## config.mk

```make
export PLATFORM = sky130hd
export DESIGN_NAME = vec_irq_ctrl
export DESIGN_NICKNAME = d
export VERILOG_FILES = /design/src/rtl/vic_pkg.sv /design/src/rtl/vic_edge_sync.sv /design/src/rtl/vic_flag_regs.sv /design/src/rtl/vic_arbiter.sv /design/src/rtl/vec_irq_ctrl.sv
export SDC_FILE = /design/constraint.sdc
export NUM_CORES = 1
export LEC_CHECK = 0
export BUFFER_PORTS_ARGS = -buffer_cell sky130_fd_sc_hd__buf_2
export CAP_MARGIN = 20
export CORE_ASPECT_RATIO = 2
export CORE_MARGIN = 3
export CORE_UTILIZATION = 45
export DETAILED_ROUTE_END_ITERATION = 6
export GPL_ROUTABILITY_DRIVEN = 0
export PLACE_DENSITY = 0.78
export SKIP_LAST_GASP = 1
export SLEW_MARGIN = 20
export SYNTH_ARGS = -nofsm -noshare
export SYNTH_HDL_FRONTEND = slang
export SYNTH_SLANG_ARGS = --single-unit
export TNS_END_PERCENT = 1
```

## constraint.sdc

```tcl
create_clock -name clk -period 2.19 [get_ports clk]
set_clock_uncertainty 0.2 [all_clocks]
set_input_delay 0.438 -clock clk [delete_from_list [all_inputs] [get_ports clk]]
set_output_delay 0.438 -clock clk [all_outputs]
set_load 0.005 [all_outputs]
```

## src/rtl/vic_pkg.sv

```systemverilog
package vic_pkg;
  localparam int unsigned NSRC   = 6;
  localparam int unsigned NEXT   = 2;
  localparam int unsigned DW     = 8;
  localparam int unsigned SRC_W  = $clog2(NSRC);

  // Source index doubles as priority rank (0 = most urgent).
  typedef enum logic [SRC_W-1:0] {
    SRC_EXT0 = 3'd0,
    SRC_EXT1 = 3'd1,
    SRC_TMR0 = 3'd2,
    SRC_TMR1 = 3'd3,
    SRC_SER  = 3'd4,
    SRC_MF   = 3'd5
  } src_e;

  typedef logic [NSRC-1:0] src_vec_t;
endpackage

```

## src/rtl/vic_edge_sync.sv

```systemverilog
module vic_edge_sync #(
  parameter int unsigned NPIN = 2
) (
  input  logic            clk,
  input  logic            rst_n,
  input  logic [NPIN-1:0] pin_i,
  input  logic [NPIN-1:0] rise_sel_i,
  output logic [NPIN-1:0] evt_o
);
  for (genvar g = 0; g < NPIN; g++) begin : g_pin
    logic s1_q, s2_q, hist_q;
    logic s1_d, s2_d, hist_d;

    always_comb begin
      s1_d   = pin_i[g];
      s2_d   = s1_q;
      hist_d = s2_q;
    end

    always_ff @(posedge clk or negedge rst_n) begin
      if (!rst_n) begin
        s1_q   <= 1'b0;
        s2_q   <= 1'b0;
        hist_q <= 1'b0;
      end else begin
        s1_q   <= s1_d;
        s2_q   <= s2_d;
        hist_q <= hist_d;
      end
    end

    assign evt_o[g] = rise_sel_i[g] ? (s2_q & ~hist_q) : (~s2_q & hist_q);


    evt_sel_chk: assert property (@(posedge clk) disable iff (!rst_n)
      evt_o[g] |-> (s2_q == rise_sel_i[g]));
  end
endmodule

```

## src/rtl/vic_flag_regs.sv

```systemverilog
module vic_flag_regs
  import vic_pkg::*;
#(
  parameter int unsigned W = DW
) (
  input  logic         clk,
  input  logic         rst_n,
  input  src_vec_t     hw_set_i,
  input  src_vec_t     acc_clr_i,
  input  logic         acc_i,
  input  logic         reti_i,
  input  logic         wr_i,
  input  logic         addr_i,
  input  logic [W-1:0] wdata_i,
  output logic [W-1:0] rdata_o,
  output src_vec_t     flag_o,
  output src_vec_t     en_o,
  output logic         gie_o
);
  localparam int unsigned HALF = NSRC / 2;

  src_vec_t flag_q, flag_d;
  src_vec_t en_q,   en_d;
  logic     gie_q,  gie_d;
  logic     unused_wdata;

  assign unused_wdata = wdata_i[W-1];

  always_comb begin
    flag_d = flag_q;
    en_d   = en_q;
    gie_d  = gie_q;
    if (wr_i) begin
      if (!addr_i) begin
        gie_d          = wdata_i[0];
        en_d[HALF-1:0] = wdata_i[HALF:1];
        flag_d[HALF-1:0] = wdata_i[HALF+3:4];
      end else begin
        en_d[NSRC-1:HALF]   = wdata_i[HALF-1:0];
        flag_d[NSRC-1:HALF] = wdata_i[HALF+3:4];
      end
    end
    if (reti_i) gie_d = 1'b1;
    if (acc_i)  gie_d = 1'b0;
    flag_d = (flag_d & ~acc_clr_i) | hw_set_i;
  end

  always_ff @(posedge clk or negedge rst_n) begin
    if (!rst_n) begin
      flag_q <= '0;
      en_q   <= '0;
      gie_q  <= 1'b0;
    end else begin
      flag_q <= flag_d;
      en_q   <= en_d;
      gie_q  <= gie_d;
    end
  end

  always_comb begin
    rdata_o = '0;
    if (!addr_i) begin
      rdata_o[0]        = gie_q;
      rdata_o[HALF:1]   = en_q[HALF-1:0];
      rdata_o[HALF+3:4] = flag_q[HALF-1:0];
    end else begin
      rdata_o[HALF-1:0] = en_q[NSRC-1:HALF];
      rdata_o[HALF+3:4] = flag_q[NSRC-1:HALF];
    end
  end

  assign flag_o = flag_q;
  assign en_o   = en_q;
  assign gie_o  = gie_q;


  hw_set_wins_chk: assert property (@(posedge clk) disable iff (!rst_n)
    (|hw_set_i) |=> ((flag_q & $past(hw_set_i)) == $past(hw_set_i)));


  reti_sets_gie_chk: assert property (@(posedge clk) disable iff (!rst_n)
    (reti_i && !acc_i) |=> gie_q);
endmodule

```

## src/rtl/vic_arbiter.sv

```systemverilog
module vic_arbiter
  import vic_pkg::*;
#(
  parameter int unsigned VEC_BASE   = 4,
  parameter int unsigned VEC_STRIDE = 4
) (
  input  src_vec_t          req_i,
  output src_vec_t          grant_o,
  output logic              any_o,
  output logic [DW-1:0]     vector_o
);
  logic [SRC_W-1:0] idx;

  always_comb begin
    grant_o = '0;
    idx     = '0;
    for (int i = NSRC - 1; i >= 0; i--) begin
      if (req_i[i]) begin
        grant_o    = '0;
        grant_o[i] = 1'b1;
        idx        = SRC_W'(i);
      end
    end
    any_o    = |req_i;
    vector_o = DW'(VEC_BASE) + DW'(idx) * DW'(VEC_STRIDE);
  end
endmodule

```

## src/rtl/vec_irq_ctrl.sv

```systemverilog
module vec_irq_ctrl
  import vic_pkg::*;
(
  input  logic          clk,
  input  logic          rst_n,
  input  logic [1:0]    ext_pin_i,
  input  logic [1:0]    ext_rise_sel_i,
  input  logic          tmr0_ovf_i,
  input  logic          tmr1_ovf_i,
  input  logic          ser_done_i,
  input  logic          mf_req_i,
  input  logic          phase_stb_i,
  input  logic          stack_full_i,
  input  logic          reti_i,
  input  logic          ret_i,
  input  logic          reg_wr_i,
  input  logic          reg_addr_i,
  input  logic [7:0]    reg_wdata_i,
  output logic [7:0]    reg_rdata_o,
  output logic          irq_valid_o,
  output logic [7:0]    irq_vector_o,
  output logic          irq_ack_o
);
  logic [NEXT-1:0] ext_evt;
  src_vec_t        hw_set, flag, en, req, grant, acc_clr;
  logic            gie, any_req, accept, unused_ret;
  logic [DW-1:0]   arb_vec;

  logic            valid_q, valid_d;
  logic            ack_q,   ack_d;
  logic [DW-1:0]   vec_q,   vec_d;

  // A plain return has no effect on this block's state.
  assign unused_ret = ret_i;

  vic_edge_sync #(.NPIN(NEXT)) u_sync (
    .clk        (clk),
    .rst_n      (rst_n),
    .pin_i      (ext_pin_i),
    .rise_sel_i (ext_rise_sel_i),
    .evt_o      (ext_evt)
  );

  assign hw_set = {mf_req_i, ser_done_i, tmr1_ovf_i, tmr0_ovf_i, ext_evt};

  vic_flag_regs u_regs (
    .clk       (clk),
    .rst_n     (rst_n),
    .hw_set_i  (hw_set),
    .acc_clr_i (acc_clr),
    .acc_i     (accept),
    .reti_i    (reti_i),
    .wr_i      (reg_wr_i),
    .addr_i    (reg_addr_i),
    .wdata_i   (reg_wdata_i),
    .rdata_o   (reg_rdata_o),
    .flag_o    (flag),
    .en_o      (en),
    .gie_o     (gie)
  );

  assign req = flag & en;

  vic_arbiter u_arb (
    .req_i    (req),
    .grant_o  (grant),
    .any_o    (any_req),
    .vector_o (arb_vec)
  );

  assign accept  = phase_stb_i & gie & ~stack_full_i & any_req;
  assign acc_clr = accept ? grant : '0;

  always_comb begin
    valid_d = accept;
    ack_d   = valid_q;
    vec_d   = vec_q;
    if (accept) vec_d = arb_vec;
  end

  always_ff @(posedge clk or negedge rst_n) begin
    if (!rst_n) begin
      valid_q <= 1'b0;
      ack_q   <= 1'b0;
      vec_q   <= '0;
    end else begin
      valid_q <= valid_d;
      ack_q   <= ack_d;
      vec_q   <= vec_d;
    end
  end

  assign irq_valid_o  = valid_q;
  assign irq_ack_o    = ack_q;
  assign irq_vector_o = vec_q;


  one_grant_chk: assert property (@(posedge clk) disable iff (!rst_n)
    accept |-> ($onehot(grant) && ((grant & req) == grant)));


  no_take_on_full_chk: assert property (@(posedge clk) disable iff (!rst_n)
    irq_valid_o |-> !$past(stack_full_i));


  gie_drop_chk: assert property (@(posedge clk) disable iff (!rst_n)
    irq_valid_o |-> !gie);


  strobe_only_chk: assert property (@(posedge clk) disable iff (!rst_n)
    irq_valid_o |-> $past(phase_stb_i));


  ack_follows_chk: assert property (@(posedge clk) disable iff (!rst_n)
    irq_valid_o |=> (irq_ack_o && !irq_valid_o));


  vec_range_chk: assert property (@(posedge clk) disable iff (!rst_n)
    irq_valid_o |-> (irq_vector_o[1:0] == 2'b00 && irq_vector_o >= 8'h04 && irq_vector_o <= 8'h18));
endmodule

```

Word-level counts from Yosys, hierarchy flattened
Index checks and enable logic that the tools add are counted.

word-level totals
  bits of input ports = 24
  bits in registers = 29
  output and inout port bits = 18
  logic and storage cells = 62

operators by class
  eq/ne operators = 1
  bitwise gates (word level) = 17
  reductions and logical operators = 5
  add/subtract/negate cells = 1
  muxes and demuxes = 25

operators by type and width
  kind                                                    count
  2-to-1 mux 6 bit                                        8
  2-to-1 mux 3 bit                                        10
  bitwise AND 6 bit                                       2
  bitwise AND 1 bit                                       7
  2-to-1 mux 1 bit                                        7
  adder 3 x 5 -> 6 bit (first input constant)             1
  inverter 1 bit                                          6
  inverter 6 bit                                          1
  bitwise OR 6 bit                                        1
  AND reduction 2 bit                                     3
  OR reduction 6 bit                                      1
  inequality test 3 x 2 -> 1 bit (second input constant)  1
  nonzero test 3 bit                                      1

Logic depth before layout (Yosys ltp)
Gate-level depths: netlist of run 1.

  word-level depth = 11
  mapped depth = 7

Hierarchy
Synthesis of run 1 repeated with hierarchy kept, for this count alone.

unflattened totals
  cell total of the unflattened synthesis = 121
  area total of the unflattened synthesis = 1501.4 um^2

by module, submodules not included
  module         sequential area each (um^2)  cells each  area an instance (um^2)  times used
  vic_flag_regs  325.3                        53          683.2                    1
  vec_irq_ctrl   250.2                        33          470.5                    1
  vic_edge_sync  150.1                        12          191.4                    1
  vic_arbiter    0.0                          23          156.4                    1

Worst setup path after synthesis of run 1
No wires, ideal clock.

  kind = reg-to-reg
  start = register u_regs.flag_q[4], in the netlist u_regs.flag_o[4]
  end = register vec_q[3], in the netlist irq_vector_o[3]
  slack = 0.478 ns
  arrival time = 1.387 ns
  cell stages (with the launch flop) = 7
  path buffers = 0
  cell sequence = dfrtp_1 -> nand2_1 -> nand3_1 -> a31o_2 -> a21oi_1 -> ha_1 -> mux2_4

on the way
  longest elaborated chain between the ends = 7

RTL lines
  what                            line                 text
  start: declaration              vic_flag_regs.sv:22  src_vec_t flag_q, flag_d;
  start signal: assignment        vic_flag_regs.sv:54  flag_q <= flag_d;
  bitwise AND 6 bit               vec_irq_ctrl.sv:62   assign req = flag & en;
  2-to-1 mux 3 bit (5 in series)  vic_arbiter.sv:18    if (req_i[i]) begin
  adder 3 x 5 -> 6 bit            vic_arbiter.sv:25    vector_o = DW'(VEC_BASE) + DW'(idx) * DW'(VEC_STRIDE);
  net arb_vec[3]                  vec_irq_ctrl.sv:27   logic [DW-1:0] arb_vec;
  end signal: assignment          vec_irq_ctrl.sv:89   vec_q <= vec_d;
  end: declaration                vec_irq_ctrl.sv:31   logic [DW-1:0] vec_q, vec_d;

The timed path passes the listed nets, and every way through them passes these cells.
A chain may end at the register's enable or synchronous reset.

Final worst setup path of run 1
Same ends and word-level chain as after synthesis.

==> impl_metrics.ini, run 1 <==
[status]
outcome = complete, no violations

[critical_path]
rr_worst_depth = 6
arrival_ps = 1780
cp-start-kind = flip-flop
cp.required_ps = 2150
cp_max_fo = 4
reg2reg_from = u_regs.flag_o[4]
r2r_end = irq_vector_o[3]
worstSetupEndpointType = flip-flop
crit_type = reg -> reg
r2r_slack_ps = 370

[min_path]
min_from = ext_pin_i[0]
hold-path-cell-count = 1
min_path_type = in -> reg
hold_path_end = u_sync.g_pin[0].s1_q

[yosys]
syn_inst = 101
synth_area_leaders = dfrtp_1 (52%), mux2_2 (11%), mux2i_1 (5.0%)
yosys.area_share.simple_pct = 12.38
synth_mux_area_share_pct = 17.34
synthesis.area_um2 = 1212
synth-xor-area-share_pct = 0.7224
yosysSeqAreaShare_pct = 51.60
synth_cell_types = 28
synth.most_common_cell = dfrtp_1
yosys.area_share.adder_pct = 1.032
yosysTopAreaCell = dfrtp_1
synth.cells.most_frequent = dfrtp_1 (25), nand2_1 (13), mux2_2 (12)
yosysTopAreaCellShare_pct = 51.60
synth_compound_area_share_pct = 12.49
syn_area_per_cell_um2 = 12.00
synth_warnings = 0
synthFlopType = dfrtp_1
synth_edf_count = 0
synth.ff_latch_count = 25
async_flop_share_pct = 100.0
synth_top_family_by_area = multiplexers

[place]
dpl.cell_count = 161
post-dp-hpwl_um = 1979
io_buffer_count = 34

[floorplan]
die_y_um = 79.41
die_w_um = 42.71
rows = 26
coreArea_um2 = 2570
die_area_um2 = 3391
start_util_pct = 47.18
num_io_pins = 42

[global_route]
grt_max_degree = 26
antenna_found_initial = 0
grt_pass1_vias = 877
grt_pass1_wl_um = 3995
overflow = 0
grt_usage_pct = 15.80

[routing]
wl_per_cell_um = 14.90
vias = 882
drc = 0
drt_iter0_drc = 15
vias_per_cell = 5.313
wl_um = 2473
drtAntennaViolNets = 0
first_pass_iters = 4

[clock_network]
worstSkewPairLatency_ps = 270
clkSinkCount = 25
htree_levels = 1
cts_resized = 0
clk_path_buf_depth = 2
clk_pin_slew_worst_paths_ps = 90
numCtsBuffers = 3
cts_root_buf = clkbuf_8
postCtsHoldBufs = 1
cts_tree = yes
post-cts-setup-buffer-count = 0

[timing]
tightest_slew_ps = 539.3
slew_headroom_pct = 64.05
min_period_over_period_pct = 83.00
rsz0062_at_grt = false
hold_viol = 0
fmax_ghz = 0.5502
fin_crit_ps = 1818
tns_ps = 0
setup_viol = 0
hold_ws_ps = 64.79
slew_viol_final = 0

[final_layout]
fillerInstances = 231
final_util_pct = 56.38
layout.cells.non_filler = 166
insertedDiodeCount = 0
layout.nets = 164
area_delta_synth_final_pct = 19.50
drive_gt1_share_pct = 42.75

[pwr]
ir_worst_vdd_uv = 467.6
p_total_uw = 1130
leakagePower_uw = 0.0006918
p_per_area_nw_per_um2 = 780.0

[flow_run]
cap_violations = 0
critical path, stage by stage (launching register included):
cell and delay, ps:
dfrtp_1 420, nand2_1 100, nand3_1 90, a31o_2 270, a21oi_1 130, ha_1 250, mux2_4 260
cells in the final DEF, fill, tap and decap left out, drive strengths merged:
cell type    instances
a211oi               1
a21oi                3
a22oi                3
a31o                 1
a31oi                1
and2b                2
and3b                1
buf                 35
clkbuf               3
clkinvlp             1
conb                 5
dfrtp               25
dlygate4sd3          1
ha                   1
mux2                13
mux2i                6
nand2               13
nand3                1
nand3b               1
nor2                 7
nor2b                3
nor3                 2
nor3b                1
o21bai               4
o221ai               2
o22a                 1
xor2                 1
logic make-up after synthesis:
kind of cell    after synthesis
buf+inv                       7
mux                          19
compound gates               16
simple gates                 31
flops                        25
other cells                   1
fa+ha+maj                     1
xor+xnor                      1
sequential cells by signal, indices dropped and copies added (netlist names):
| signal | count |
|---|---|
| u_sync.g_pin.hist_d | 2 |
| u_regs.gie_o | 1 |
| irq_valid_o | 1 |
| u_regs.flag_o | 6 |
| irq_ack_o | 1 |
| u_sync.g_pin.s1_q | 2 |
| u_sync.g_pin.hist_q | 2 |
| u_regs.en_o | 6 |
| irq_vector_o | 4 |
how the worst max path moves through the flow:
| stage | from | to | slack (ps) | cells past startpoint |
|---|---|---|---|---|
| finish | u_regs.flag_o[4] | irq_vector_o[3] | 370 | 6 |
| global route | u_regs.flag_o[4] | irq_vector_o[3] | 280 | 6 |
| CTS | u_regs.flag_o[3] | irq_vector_o[3] | 360 | 4 |
| detailed placement | u_regs.flag_o[3] | irq_vector_o[3] | 370 | 4 |
| global placement | u_regs.flag_o[3] | irq_vector_o[3] | 410 | 4 |
| floorplan | u_regs.flag_o[4] | irq_vector_o[3] | 480 | 6 |
power breakdown:
group	switching, µW	leakage (µW)	internal (µW)
Sequential	59.3	0.000285	523
Combinational	125	0.000385	151
Clock	142	0.0000217	129
area by class of cell:
class	count	area [µm²]	area share, %
Clock buffer	3	41.29	2.850
Clock inverter	1	7.507	0.5181
Multi-Input combinational cell	73	551.8	38.08
Sequential cell	25	625.6	43.18
Tap cell	28	35.03	2.418
Timing Repair Buffer	36	187.7	12.95
metrics by stage:
stage,instance area (µm²),setup WS [ps]
3_3_place_gp,1390,406.9
2_1_floorplan,1227,477.5
3_5_place_dp,1390,372.8
4_1_cts,1449,362.7
6_report,1449,372.4
5_1_grt,1449,276.5
per-layer routing:
layer  wire length (µm)  global-route usage [%]
met1                845                   16.30
met2               1488                   30.12
met3                 89                   1.580
met4                 50                   7.477
met5                  0                       0
No activity file was read; power rests on OpenSTA's default activity.
==> run 2: changes to the inputs <==
--- a/config.mk
+++ b/config.mk
@@ -5,6 +5,7 @@
 export SDC_FILE = /design/constraint.sdc
 export NUM_CORES = 1
 export LEC_CHECK = 0
+export ABC_AREA = 1
 export BUFFER_PORTS_ARGS = -buffer_cell sky130_fd_sc_hd__buf_2
 export CAP_MARGIN = 20
 export CORE_ASPECT_RATIO = 2
@@ -12,7 +13,7 @@
 export CORE_UTILIZATION = 45
 export DETAILED_ROUTE_END_ITERATION = 6
 export GPL_ROUTABILITY_DRIVEN = 0
-export PLACE_DENSITY = 0.78
+export PLACE_DENSITY = 0.77
 export SKIP_LAST_GASP = 1
 export SLEW_MARGIN = 20
 export SYNTH_ARGS = -nofsm -noshare
==> constraint.sdc (replaced) <==
create_clock -name clk -period 1.8 [get_ports clk]
set_clock_uncertainty 0.2 [all_clocks]
set_input_delay 0.36 -clock clk [delete_from_list [all_inputs] [get_ports clk]]
set_output_delay 0.36 -clock clk [all_outputs]
set_load 0.005 [all_outputs]
==> run 2 against run 1 <==
Compared with the run above: sequential power increased by 17%; synthesized area increased by 9.8%; die area increased by 8.7%; wire length increased by 9.0%; core utilization increased by 2.1 points; clock power increased by 20%; combinational power increased by 48%; cell area increased by 13%; via count increased by 33%.
==> impl_metrics.ini, run 2 <==
[status]
outcome = complete, no violations

[pwr]
p_per_area_nw_per_um2 = 866.1
leakagePower_uw = 0.0009422
ir_worst_vdd_uv = 593.9
p_total_uw = 1421

[timing]
hold_viol = 0
slew_viol_final = 0
setup_viol = 0
min_period_over_period_pct = 93.06
fmax_ghz = 0.5970
tns_ps = 0
fin_crit_ps = 1675
tightest_slew_ps = 549.6
slew_headroom_pct = 63.36

[floorplan]
coreArea_um2 = 2804
start_util_pct = 47.48
die_w_um = 44.46
die_area_um2 = 3687
die_y_um = 82.92
rows = 27
num_io_pins = 42

[clock_network]
clk_pin_slew_worst_paths_ps = 80
htree_levels = 1
clk_path_buf_depth = 2
numCtsBuffers = 3
cts_root_buf = clkbuf_8
worstSkewPairLatency_ps = 270
cts_tree = yes
clkSinkCount = 25

[critical_path]
cp.required_ps = 1770
cp_max_fo = 4
critPathMostFrequentCell = nand2_1
crit_type = reg -> reg
arrival_ps = 1640
worstSetupEndpointType = flip-flop
critPathSlowestCell = dfrtp_1
cp-start-kind = flip-flop
slowest_delay_ps = 420
worstPathCellList = nand2_2 > nand2_1 > a21oi_2 > inv_1 > ha_2 > o21bai_1 > nand2_1 > nand2_1 > nand2_1 > inv_1

[yosys]
synth_area_leaders = dfrtp_1 (47%), nand2_1 (17%), inv_1 (5.9%)
synth_edf_count = 0
synth.ff_latch_count = 25
yosysTopAreaCellShare_pct = 46.99
yosysTopAreaCell = dfrtp_1
synthFlopType = dfrtp_1
synthesis.area_um2 = 1331
syn_area_per_cell_um2 = 7.877
synth_warnings = 0
synth.cells.most_frequent = nand2_1 (62), dfrtp_1 (25), inv_1 (21)
syn_inst = 169
synth.most_common_cell = nand2_1
async_flop_share_pct = 100.0
synth_cell_types = 22
yosysSeqAreaShare_pct = 46.99

[global_route]
overflow = 0
grt_max_degree = 26
grt_usage_pct = 16.29
grt_pass1_wl_um = 4650
antenna_found_initial = 0
grt_pass1_vias = 1157

[routing]
drt_iter0_drc = 26
vias = 1175
drc = 0
wl_um = 2695
first_pass_iters = 4
wl_per_cell_um = 11.09
drtAntennaViolNets = 0
vias_per_cell = 4.835

[final_layout]
multi_input_comb_area_um2 = 576.8
insertedDiodeCount = 0
seqCellArea_um2 = 625.6
final_common_cell = nand2_1
area_delta_synth_final_pct = 23.21
final_cell_mix = nand2_1 (60), buf_2 (34), dfrtp_1 (25)
layout.nets = 240
drive_gt1_share_pct = 30.84
fillerInstances = 291

[place]
io_buffer_count = 34
post-dp-hpwl_um = 2117

[min_path]
min_path_type = in -> reg

[flow_run]
cap_violations = 0
==> run 2: cell count changes after synthesis, moves of 3 or more <==
cell,change
nand2_1,+49
inv_1,+21
mux2_2,-12
o21ai_0,+10
mux2i_1,-6
nand2_2,+5
nand3_1,+5
o21ai_1,+5
nand2_4,+4
nor2_1,+3
nor2b_1,-3
o21bai_1,-3
==> run 2: routing by layer <==
| metal | up-vias | global-route usage [%] | routed length, µm |
|---|---|---|---|
| met2 | 37 | 28.31 | 1458 |
| met3 | 5 | 3.471 | 129 |
| li1 | 598 | - | - |
| met1 | 535 | 17.62 | 1060 |
| met5 | - | 0 | 0 |
| met4 | 0 | 7.418 | 47 |
==> run 2: kinds of logic (layout without fill, tap and decap cells) <==
family	count (synthesis)	in the layout	share of synthesized area [%]
AOI/OAI and AO/OA	21	21	9.117
adders and majority gates	1	1	0.9397
other	1	5	0.2817
buffers and inverters	32	73	12.03
and+or+nand+nor	89	89	30.64
DFF	25	25	46.99
==> run 2: power by group <==
| group | internal (µW) | switching (µW) |
|---|---|---|
| logic | 181 | 231 |
| clock network | 155 | 171 |
| registers | 633 | 50.1 |
==> run 2: metrics by stage <==
stage          hold slack (ps)  worst slack [ps]  area, µm²  utilization, %  instances
3_3_place_gp             132.6             99.42       1540           54.93        235
5_1_grt                  69.93            -17.95       1640           58.50        243
6_report                 65.68             124.9       1640           58.50        243
4_1_cts                  59.50             59.92       1617           57.65        242
2_1_floorplan           -135.6             185.7       1346               -        173
3_5_place_dp             141.0             81.19       1540           54.93        235
==> run 2: layout make-up <==
type,count,area share (%)
clock buffers,3,2.517
flip-flops and latches,25,38.14
multi-input cells,116,35.16
well taps,29,2.212
inverters,24,5.797
repair buffers,45,15.87
clock inverters,1,0.3051
==> run 2: repair_timing <==
item / 4_1_cts / 5_1_grt
gates resized for setup: 0 / 5
hold endpoints to repair: 27 / 0
hold buffers: 3 / 0
endpoints found under the setup margin: 0 / 1
setup buffers: 0 / 1
==> run 2: path summary, 6_finish.rpt <==
check / startpoint / to / slack (ps) / cells after the start
setup / recovery: u_regs.en_o[3] / irq_vector_o[4] / 120 / 10
hold reg to reg: u_sync.g_pin[0].s1_q / u_sync.g_pin[0].hist_d / 160 / 0
setup reg to reg: u_regs.en_o[3] / irq_vector_o[4] / 120 / 10
max in group asynchronous: rst_n / u_sync.g_pin[0].hist_d / 630 / 2
hold / removal: tmr1_ovf_i / u_regs.flag_o[3] / 70 / 3
min in group asynchronous: rst_n / u_regs.en_o[2] / 410 / 2
==> run 2: worst max-delay path, delay by kind of cell, from the launching register on <==
| family | cells | cell delay [ps] |
|---|---|---|
| flip-flops | 1 | 420 |
| AND/OR/NAND/NOR | 5 | 390 |
| AO/OA/AOI/OAI | 2 | 300 |
| adder cells (fa/ha/maj) | 1 | 180 |
| buffers and inverters | 2 | 100 |
==> run 3: changes to the inputs <==
--- a/config.mk
+++ b/config.mk
@@ -13,10 +13,11 @@
 export CORE_UTILIZATION = 45
 export DETAILED_ROUTE_END_ITERATION = 6
 export GPL_ROUTABILITY_DRIVEN = 0
-export PLACE_DENSITY = 0.77
+export PLACE_DENSITY = 0.75
 export SKIP_LAST_GASP = 1
 export SLEW_MARGIN = 20
 export SYNTH_ARGS = -nofsm -noshare
 export SYNTH_HDL_FRONTEND = slang
+export SYNTH_HIERARCHICAL = 1
 export SYNTH_SLANG_ARGS = --single-unit
 export TNS_END_PERCENT = 1
==> run 3 against run 2 <==
Compared with the run above: largest cell class unchanged; worst hold slack got worse by 5.3 ps; wire length increased by 35%; flip-flop and latch count grew 4; core utilization grew 4.1 points; count of clock-buffer cells in the layout up 3; total power increased by 43%; register-to-register slack got worse by 30 ps; largest power group unchanged; first-iteration DRC count fell by 7.7%; sequential power grew 17%; cell area increased by 30%; critical path depth rose by 1.
==> impl_metrics.ini, run 3 <==
[routing]
first_pass_iters = 4
vias = 1457
vias_per_cell = 4.456
wl_per_cell_um = 11.17
wl_um = 3651
drtAntennaViolNets = 0
drt_iter0_drc = 24
drc = 0

[clock_network]
cts_root_buf = clkbuf_8
cts_tree = yes
clkSinkCount = 29
htree_levels = 2
clk_path_buf_depth = 2
numCtsBuffers = 5
worstSkewPairLatency_ps = 280
clk_pin_slew_worst_paths_ps = 60

[pwr]
ir_worst_vdd_uv = 951.4
leakagePower_uw = 0.001259
p_total_uw = 2031
p_per_area_nw_per_um2 = 949.3

[final_layout]
layout.nets = 302
final_cell_mix = nand2_1 (63), inv_1 (38), buf_2 (38)
insertedDiodeCount = 0
area_delta_synth_final_pct = 32.66
final_common_cell = nand2_1
largest_reg_flops = 8
fillerInstances = 298
drive_gt1_share_pct = 33.33
fin_area_um2 = 2140
final_util_pct = 62.64
top_register = irq_vector_o

[timing]
fin_crit_ps = 1710
min_period_over_period_pct = 94.98
tightest_slew_ps = 640.3
hold_viol = 0
hold_ws_ps = 60.38
fmax_ghz = 0.5849
setup_viol = 0
rsz0062_at_grt = true
tns_ps = 0
slew_viol_final = 0
slew_headroom_pct = 57.31

[floorplan]
die_area_um2 = 4382
start_util_pct = 47.22
die_w_um = 48.33
num_io_pins = 42
coreArea_um2 = 3416
rows = 30
die_y_um = 90.66

[global_route]
grt_usage_pct = 17.56
grt_max_degree = 30
grt_pass1_vias = 1433
grt_pass1_wl_um = 6023
overflow = 0
grt_use_met2_pct = 32.72
busiest_layer = met2
gr-usage-met1_pct = 16.95
use_met3_pct = 3.636
antenna_found_initial = 0

[yosys]
synthesis.area_um2 = 1613
synth_top_family_by_area = simple AND/OR/NAND/NOR gates
syn_area_per_cell_um2 = 7.364
yosysTopAreaCell = dfrtp_1
yosysSeqAreaShare_pct = 45.00
synth.cells.most_frequent = nand2_1 (63), inv_1 (47), dfrtp_1 (29)
synth_warnings = 6
synthFlopType = dfrtp_1
yosysTopAreaCellShare_pct = 45.00
synth.most_common_cell = nand2_1
synth_area_leaders = dfrtp_1 (45%), nand2_1 (15%), inv_1 (11%)
synth_edf_count = 0
async_flop_share_pct = 100.0
synth_cell_types = 24
yosys.area_share.adder_pct = 0
yosys.area_share.simple_pct = 31.65
synth_mux_area_share_pct = 0
synth.ff_latch_count = 29
synth_compound_area_share_pct = 5.043
synth-xor-area-share_pct = 0
syn_inst = 219

[status]
outcome = complete, no violations

[critical_path]
reg2reg_from = u_regs/en_o[4]
critPathSlowestCell = dfrtp_1
worstPathCellList = nand2_1 > inv_2 > nor2_4 > nand4_1 > inv_2 > nor2_8 > nand2_4 > buf_12 > nor2_4 > nand3b_1 > nand2_1
r2r_slack_ps = 90
worstSetupEndpointType = flip-flop
cp.required_ps = 1820
cp_max_fo = 8
rr_worst_depth = 11
arrival_ps = 1730
cp-start-kind = flip-flop
cp_top_family = simple AND/OR/NAND/NOR gates
crit_type = reg -> reg
r2r_end = u_regs/flag_o[5]
slowest_delay_ps = 400
cp.buffers_inverters = 3

[min_path]
hold-path-cell-count = 3
min_path_type = in -> reg
min_from = mf_req_i
hold_path_end = u_regs/flag_o[5]

[flow_run]
cap_violations = 0

[place]
io_buffer_count = 38
dpl_cell_area_um2 = 1849
post-dp-hpwl_um = 2534
[run 3: cell families after synthesis]
| kind of cell | after synthesis |
|---|---|
| and+or+nand+nor | 112 |
| DFF | 29 |
| buffers and inverters | 62 |
| other | 2 |
| AOI/OAI and AO/OA | 14 |
[run 3: cell type report]
cell class / instances / area, µm² / area share [%]
Clock buffer: 6 / 82.58 / 3.860
Multi-Input combinational cell: 132 / 651.9 / 30.47
Sequential cell: 29 / 725.7 / 33.92
Inverter: 51 / 196.4 / 9.181
Tap cell: 48 / 60.06 / 2.807
Timing Repair Buffer: 59 / 385.4 / 18.01
Clock inverter: 2 / 37.54 / 1.754
[run 3: worst reg2reg max path, cell delays in order (launching register included)]
cell and delay (ps):
dfrtp_1 400, nand2_1 90, inv_2 60, nor2_4 110, nand4_1 100, inv_2 110
nor2_8 60, nand2_4 120, buf_12 140, nor2_4 30, nand3b_1 150, nand2_1 80
[run 3: per-layer routing]
metal	wire length (µm)	part of all wire, %
met5	0	0
met4	127	3.5
met3	127	3.5
met2	2095	57
met1	1301	36
[run 3: report_power, final]
part,internal (µW),total [µW],leakage [µW],switching (µW)
Clock,449,700,0.0000574,251
Combinational,241,531,0.000862,290
Sequential,748,800,0.000339,51.9
[run 3: worst max-delay path by stage]
stage / startpoint / end / slack (ps) / depth (start not counted)
2_1_floorplan: u_regs/en_o[0] / u_regs/gie_o / 0.4 / 13
3_3_place_gp: u_regs/flag_o[5] / u_regs/gie_o / 90 / 12
3_5_place_dp: u_regs/flag_o[5] / u_regs/gie_o / 30 / 12
4_1_cts: u_regs/flag_o[5] / u_regs/gie_o / 10 / 12
5_1_grt: u_regs/en_o[3] / u_regs/flag_o[0] / -50 / 12
6_report: u_regs/en_o[4] / u_regs/flag_o[5] / 90 / 11
[run 3: through the flow]
step,worst slack [ps],cells
after floorplan,0.3517,223
after global placement,90.04,305
after detailed placement,25.48,305
after CTS,13.18,316
after global routing,-50.75,327
final,90.37,327
[run 3: repair_timing]
action / 4_1_cts / 5_1_grt
setup buffers: 0 / 10
hold buffers: 3 / 0
resized for setup: 0 / 21
setup endpoints to repair: 0 / 7
hold endpoints to repair: 31 / 0
